`src/rtl/sec_rtc_pkg.sv`:
```
package sec_rtc_pkg;
  // word indices (byte offset >> 2)
  localparam logic [9:0] W_COUNT = 10'h000;
  localparam logic [9:0] W_ALARM = 10'h001;
  localparam logic [9:0] W_LOAD  = 10'h002;
  localparam logic [9:0] W_CTRL  = 10'h003;
  localparam logic [9:0] W_MASK  = 10'h004;
  localparam logic [9:0] W_RAW   = 10'h005;
  localparam logic [9:0] W_MSKD  = 10'h006;
  localparam logic [9:0] W_CLR   = 10'h007;
  localparam logic [6:0] W_IDHI  = 7'h7F;  // 0xFE0..0xFFF

  typedef struct packed {
    logic load;
    logic alarm;
    logic mask;
    logic clr;
  } wr_strb_t;

  function automatic logic [7:0] id_byte(input logic [2:0] idx);
    case (idx)
      3'd0: id_byte = 8'h31;
      3'd1: id_byte = 8'h10;
      3'd2: id_byte = 8'h14;
      3'd3: id_byte = 8'h00;
      3'd4: id_byte = 8'h0D;
      3'd5: id_byte = 8'hF0;
      3'd6: id_byte = 8'h05;
      default: id_byte = 8'hB1;
    endcase
  endfunction
endpackage

```
`src/rtl/sec_rtc_prescale.sv`:
```
module sec_rtc_prescale #(
  parameter int CLK_HZ = 50_000_000
) (
  input  logic clk,
  input  logic rst,
  input  logic restart,
  output logic tick
);
  localparam int CW = (CLK_HZ > 1) ? $clog2(CLK_HZ) : 1;
  localparam logic [CW-1:0] LAST = CW'(CLK_HZ - 1);

  generate
    if (CLK_HZ <= 1) begin : g_pass
      assign tick = ~restart;
    end else begin : g_div
      logic [CW-1:0] cnt_q;
      always_ff @(posedge clk) begin
        if (rst || restart) cnt_q <= '0;
        else if (cnt_q == LAST) cnt_q <= '0;
        else cnt_q <= cnt_q + 1'b1;
      end
      assign tick = (cnt_q == LAST);


      gap_chk: assert property (@(posedge clk) disable iff (rst)
        tick |=> !tick);
    end
  endgenerate
endmodule

```
`src/rtl/sec_rtc_alarm.sv`:
```
module sec_rtc_alarm #(
  parameter int DW = 32
) (
  input  logic                   clk,
  input  logic                   rst,
  input  logic                   tick,
  input  sec_rtc_pkg::wr_strb_t  strb,
  input  logic [DW-1:0]          wdata,
  output logic [DW-1:0]          count_q,
  output logic [DW-1:0]          alarm_q,
  output logic                   mask_q,
  output logic                   raw_q,
  output logic                   irq_q
);
  logic [DW-1:0] count_nx, alarm_nx;
  logic          eval, hit, raw_nx, mask_nx, clr_hit;

  always_comb begin
    if (strb.load)  count_nx = wdata;
    else if (tick)  count_nx = count_q + 1'b1;
    else            count_nx = count_q;
    alarm_nx = strb.alarm ? wdata : alarm_q;
    mask_nx  = strb.mask ? wdata[0] : mask_q;
    eval     = strb.load | strb.alarm | tick;
    hit      = eval && (count_nx == alarm_nx);
    clr_hit  = strb.clr & wdata[0];
    raw_nx   = hit | (raw_q & ~clr_hit);
  end

  always_ff @(posedge clk) begin
    if (rst) begin
      count_q <= '0;
      alarm_q <= '0;
      mask_q  <= 1'b0;
      raw_q   <= 1'b0;
      irq_q   <= 1'b0;
    end else begin
      count_q <= count_nx;
      alarm_q <= alarm_nx;
      mask_q  <= mask_nx;
      raw_q   <= raw_nx;
      irq_q   <= raw_nx & mask_nx;
    end
  end


  inc_chk: assert property (@(posedge clk) disable iff (rst)
    (tick && !strb.load) |=> count_q == $past(count_q) + 1'b1);

  load_chk: assert property (@(posedge clk) disable iff (rst)
    strb.load |=> count_q == $past(wdata));

  sticky_chk: assert property (@(posedge clk) disable iff (rst)
    (raw_q && !(strb.clr && wdata[0])) |=> raw_q);

  ldmatch_chk: assert property (@(posedge clk) disable iff (rst)
    (strb.load && !strb.alarm && wdata == alarm_q) |=> raw_q);

  irq_chk: assert property (@(posedge clk) disable iff (rst)
    irq_q == (raw_q & mask_q));

  prio_chk: assert property (@(posedge clk) disable iff (rst)
    (tick && !strb.load && !strb.alarm && (count_q + 1'b1) == alarm_q) |=> raw_q);
endmodule

```
`src/rtl/sec_rtc_regs.sv`:
```
module sec_rtc_regs #(
  parameter int DW = 32
) (
  input  logic                  clk,
  input  logic                  rst,
  input  logic                  psel,
  input  logic                  penable,
  input  logic                  pwrite,
  input  logic [11:2]           paddr,
  input  logic [DW-1:0]         pwdata,
  input  logic [DW-1:0]         count,
  input  logic [DW-1:0]         alarm,
  input  logic                  mask,
  input  logic                  raw,
  output sec_rtc_pkg::wr_strb_t strb,
  output logic [DW-1:0]         prdata
);
  import sec_rtc_pkg::*;

  logic          wr_acc, rd_setup;
  logic [DW-1:0] load_q, rd_mux;

  assign wr_acc   = psel & penable & pwrite;
  assign rd_setup = psel & ~penable & ~pwrite;

  always_comb begin
    strb.load  = wr_acc && (paddr == W_LOAD);
    strb.alarm = wr_acc && (paddr == W_ALARM);
    strb.mask  = wr_acc && (paddr == W_MASK);
    strb.clr   = wr_acc && (paddr == W_CLR);
  end

  always_ff @(posedge clk) begin
    if (rst) load_q <= '0;
    else if (strb.load) load_q <= pwdata;
  end

  always_comb begin
    rd_mux = '0;
    case (paddr)
      W_COUNT: rd_mux = count;
      W_ALARM: rd_mux = alarm;
      W_LOAD:  rd_mux = load_q;
      W_CTRL:  rd_mux = DW'(1);
      W_MASK:  rd_mux = DW'(mask);
      W_RAW:   rd_mux = DW'(raw);
      W_MSKD:  rd_mux = DW'(raw & mask);
      default: begin
        if (paddr[11:5] == W_IDHI) rd_mux = DW'(id_byte(paddr[4:2]));
      end
    endcase
  end

  always_ff @(posedge clk) begin
    if (rst) prdata <= '0;
    else if (rd_setup) prdata <= rd_mux;
  end


  ctrl_chk: assert property (@(posedge clk) disable iff (rst)
    (rd_setup && paddr == W_CTRL) |=> prdata == DW'(1));

  clrrd_chk: assert property (@(posedge clk) disable iff (rst)
    (rd_setup && paddr == W_CLR) |=> prdata == '0);
endmodule

```
`src/rtl/sec_rtc.sv`:
```
module sec_rtc #(
  parameter int CLK_HZ = 50_000_000,
  parameter int DW     = 32
) (
  input  logic          clk,
  input  logic          rst,
  input  logic          psel,
  input  logic          penable,
  input  logic          pwrite,
  input  logic [11:2]   paddr,
  input  logic [DW-1:0] pwdata,
  output logic [DW-1:0] prdata,
  output logic          pready,
  output logic          irq
);
  sec_rtc_pkg::wr_strb_t strb;
  logic          tick, mask, raw;
  logic [DW-1:0] count, alarm;

  assign pready = 1'b1;

  sec_rtc_prescale #(.CLK_HZ(CLK_HZ)) u_pre (
    .clk(clk), .rst(rst), .restart(strb.load), .tick(tick)
  );

  sec_rtc_alarm #(.DW(DW)) u_alm (
    .clk(clk), .rst(rst), .tick(tick), .strb(strb), .wdata(pwdata),
    .count_q(count), .alarm_q(alarm), .mask_q(mask), .raw_q(raw), .irq_q(irq)
  );

  sec_rtc_regs #(.DW(DW)) u_regs (
    .clk(clk), .rst(rst), .psel(psel), .penable(penable), .pwrite(pwrite),
    .paddr(paddr), .pwdata(pwdata), .count(count), .alarm(alarm),
    .mask(mask), .raw(raw), .strb(strb), .prdata(prdata)
  );
endmodule

```
`config.mk`:
```
export PLATFORM = sky130hd
export DESIGN_NAME = sec_rtc
export DESIGN_NICKNAME = d
export VERILOG_FILES = /design/src/rtl/sec_rtc_pkg.sv /design/src/rtl/sec_rtc_prescale.sv /design/src/rtl/sec_rtc_alarm.sv /design/src/rtl/sec_rtc_regs.sv /design/src/rtl/sec_rtc.sv
export SDC_FILE = /design/constraint.sdc
export NUM_CORES = 1
export LEC_CHECK = 0
export BUFFER_PORTS_ARGS = -buffer_cell sky130_fd_sc_hd__buf_2
export CAP_MARGIN = 5
export CORE_MARGIN = 1.5
export CORE_UTILIZATION = 60
export CTS_BUF_LIST = sky130_fd_sc_hd__clkbuf_16
export DETAILED_ROUTE_END_ITERATION = 10
export GPL_TIMING_DRIVEN = 0
export PLACE_DENSITY = 0.91
export SLEW_MARGIN = 20
export SYNTH_ARGS = -nofsm -noshare
export SYNTH_HDL_FRONTEND = slang
export SYNTH_SLANG_ARGS = --single-unit
export TNS_END_PERCENT = 5
```
`constraint.sdc`:
```
create_clock -name clk -period 6.3 [get_ports clk]
set_input_delay 1.26 -clock clk [delete_from_list [all_inputs] [get_ports clk]]
set_output_delay 1.26 -clock clk [all_outputs]
set_load 0.02 [all_outputs]
```
==> results.md <==
* Port Buf Inserts at 75
* Register area share after synthesis at 34.0%
* HPWL Detailed at 24.0 mm
* #FFs+latches synth at 157
* Vias in the first global route at 9,488
* Starting Density at 61.0%
* I/O pin cnt at 81
* Post-CTS Setup Inserts at 0
* Avg Cell Area, Syn at 7.50 um2
* Status: completed
* Power per cell area at 205 nW/um2
* Iter 0 DRT Violations at 1,802
* Hold Vio Cnt, Final at 0
* Routed vias/inst at 6.73
* Fmax at 178 MHz
* RD Place Congestion at 1.06
* Clk slew on worst S/H paths at 0.07 ns
* Chip Height at 127 um
* RSZ-0062 raised after global routing: no
* Area grow syn2layout at 12.9%
* Max cap viols at 0
* WP data required at 6.67 ns
* Worst path max stage delay at 0.82 ns
* Grt total ovfl at 0
* Clk buf depth at 2
* Actual slew at the worst max-slew pin at 1.32 ns
* Clock share of power at 47.8%
* First-pass GRT wire length at 51.5 mm
* Die W at 127 um
* Clock period minus worst slack at 5.63 ns
* Net load switching power at 558 uW
* CTS buffer count at 17
* Cells after synthesis at 1,233
* Critical path fanouts, max at 10
* Pin count of the biggest net entering global routing at 17
* Clock sinks at 157
* Number of fill cells at 1,259
* Post-route antenna net violation count at 0
* Leakage at 0.00353 uW
* Yosys cell types at 74
* Fin Setup TNS at 0 ns
* Clk_lat worst skew at 0.45 ns
* Tot GR Track Use at 41.6%
* Slowest-stage cell, CP: clkbuf_1
* Period utilization at 89.4%
* Iteration count of the initial detailed-routing pass at 6
* Post-Synth XOR/XNOR Area at 8.51%
* Most frequent CP cell: clkbuf_1
* Synthesized cell area at 9250 um2
* Crit-path cells: clkbuf_1, nor4b_1, and4_1, buf_1, clkbuf_1, mux2i_1, xor2_1, o211ai_1, nor4_1, nand4_1, a21boi_1
* CTS tree: yes
* CTS HTree Levels at 4
* Buf+Inv Stages, Crit Path at 3
* Syn_nets at 1,282
* Switching power share of the total at 26.0%
* Row cnt at 45
* Cell Int Power at 1590 uW
* CP Class: primary input to flip-flop
* Slew HR at 12.0%
* Final setup violating endpoints at 0
* Mux cell area share after synthesis at 4.78%
* Area fraction in compound gates after synthesis at 18.9%
* DRC at 0
* Flop pwr share at 46.6%
* Die Footprint at 16,200 um2
* Final wirelength at 33.9 mm
* Syn. warnings at 0
* Most used flip-flop cell after synthesis: dfxtp_1
* CP Launch Type: primary input
* Core area at 15,100 um2
* Worst vdd ir at 188 uV
* FFs w/ async S/R, synth at 0%
* Ratio of cells with drive above 1 in the final layout at 10.0%
* Max Slew Vio Count at 0
* Vias after detailed routing at 10.3k
* Synth Area in Adders at 0.271%
* Hold crit path type: flip-flop to flip-flop
* CTS Root Cell: clkbuf_16
* Synth Area in Simple Gates at 29.0%
* Initial antenna violation count at 0
* WP data arrival at 6.00 ns
* Hold_buf cts at 0
* Comb pwr share at 5.6%
* Cell family with most CP delay: simple AND/OR/NAND/NOR gates
* Cts repair resizes at 0
* Largest family of logic cells by synthesized area: simple AND/OR/NAND/NOR gates
* Total power draw at 2140 uW
* Number of synthesized flops with an enable pin at 0
* Endpoint class of the critical path: flip-flop
* Drt wl/cell at 22.2 um
* Clk_skew at 0.00992 ns
* Nets at 1,376
[cell type report]
| type | instances | area, um2 | area share [%] |
|---|---|---|---|
| Sequential cell | 157 | 3140 | 30.1 |
| Buffer | 95 | 369 | 3.54 |
| Tap cell | 188 | 235 | 2.25 |
| Multi-Input combinational cell | 969 | 5690 | 54.5 |
| Inverter | 12 | 45.0 | 0.431 |
| Timing Repair Buffer | 75 | 375 | 3.59 |
| Clock buffer | 17 | 425 | 4.07 |
| Clock inverter | 15 | 153 | 1.46 |
| Antenna cell | 1 | 2.50 | 0.0240 |
[metrics by stage]
stage | cells | util (%) | instance area [um2] | hold WS (ns) | worst slack, ns
2_1_floorplan | 1233 | - | 9250 | 0.418 | 2.27
3_5_place_dp | 1496 | 65.1 | 9860 | 0.445 | 0.645
6_report | 1529 | 68.9 | 10400 | 0.452 | 0.667
5_1_grt | 1528 | 68.9 | 10400 | 0.468 | 0.665
4_1_cts | 1528 | 68.9 | 10400 | 0.453 | 1.05
3_3_place_gp | 1496 | 65.1 | 9860 | 0.431 | 0.756
[worst paths after layout]
| check | end | depth (start not counted) | slack, ns | start |
|---|---|---|---|---|
| min | u_regs.prdata[31] | 2 | 0.45 | u_regs.prdata[31] |
| max | u_alm.irq_q | 11 | 0.67 | paddr[7] |
| min reg2reg | u_regs.prdata[31] | 2 | 0.45 | u_regs.prdata[31] |
| max reg2reg | u_alm.irq_q | 12 | 1.96 | u_alm.count_q[5] |
[logic make-up after synthesis]
family | count (synthesis)
muxes | 44
buffers and inverters | 107
AOI/OAI and AO/OA | 285
DFF | 157
other | 1
xor gates and xnor gates | 82
and+or+nand+nor | 555
adders and majority gates | 2
[registers in the layout, indices dropped and copies added, names as in the netlist]
name               count
u_alm.irq_q            1
u_alm.count_q         32
u_pre.g_div.cnt_q     26
u_alm.alarm_q         32
u_alm.mask_q           1
u_regs.prdata         32
u_alm.raw_q            1
u_regs.load_q         32
[cells in the final DEF, fill, tap and decap left out, types with 5 or more instances in the layout]
master     netlist  final
buf_1           12     12
o211ai_1         8      8
clkbuf_1        75     75
inv_1           12     12
xnor2_1         45     45
inv_6            0      6
nand3_1         58     58
dfxtp_1        157    157
o21ai_0         65     65
a21oi_1        119    119
or4_1            9      9
xnor3_1          5      5
mux2i_1         43     43
nor2b_1         11     11
xor2_1          32     32
nand4_1         21     21
nor4_1          29     29
and2_1          11     11
nand3b_1         6      6
nand2b_1         8      8
and4_1          11     11
o22a_1           5      5
nor2_1         100    100
o22ai_1         10     10
clkbuf_16        0     17
buf_2            6     81
or3_1           10     10
nor3_1          18     17
nand2_1        229    229
and3_1           8      8
a211oi_1        22     22
[power by group through the flow]
stage                     sequential (uW)  clock, uW  combinational, uW
after floorplan                      1020          0               57.0
after global routing                  998       1070                125
final                                 998       1020                121
after CTS                             998       1020                115
after detailed placement             1020          0                114
after global placement               1020          0                113
[Yosys cell counts, types with 21 or more instances]
cell type | number | share of area (%)
nand2_1 | 229 | 9.3
mux2i_1 | 43 | 4.7
nand4_1 | 21 | 1.4
a21oi_1 | 119 | 6.4
clkbuf_1 | 75 | 3.0
nand3_1 | 58 | 3.1
nor2_1 | 100 | 4.1
o21ai_0 | 65 | 3.5
nor4_1 | 29 | 2.0
dfxtp_1 | 157 | 34
xnor2_1 | 45 | 4.3
a211oi_1 | 22 | 1.8
xor2_1 | 32 | 3.0
[worst register-to-register path: stages (launching register included)]
cell and delay (ns):
dfxtp_1 0.30, buf_2 0.21, and3_1 0.19, clkbuf_1 0.50, nand2_1 0.36, nor4_1 1.10
nand3_1 0.20, xor2_1 0.18, o21ai_0 0.29, xnor2_1 0.15, nor4_1 0.32, nand4_1 0.23
a21boi_1 0.22
[per-layer routing]
metal / global-route usage, % / share of wire [%]
met1: 50.7 / 37
met2: 63.1 / 42
met4: 24.9 / 6.3
met5: 0 / 0.074
met3: 15.2 / 15
Power figures use the tool's default switching activity.
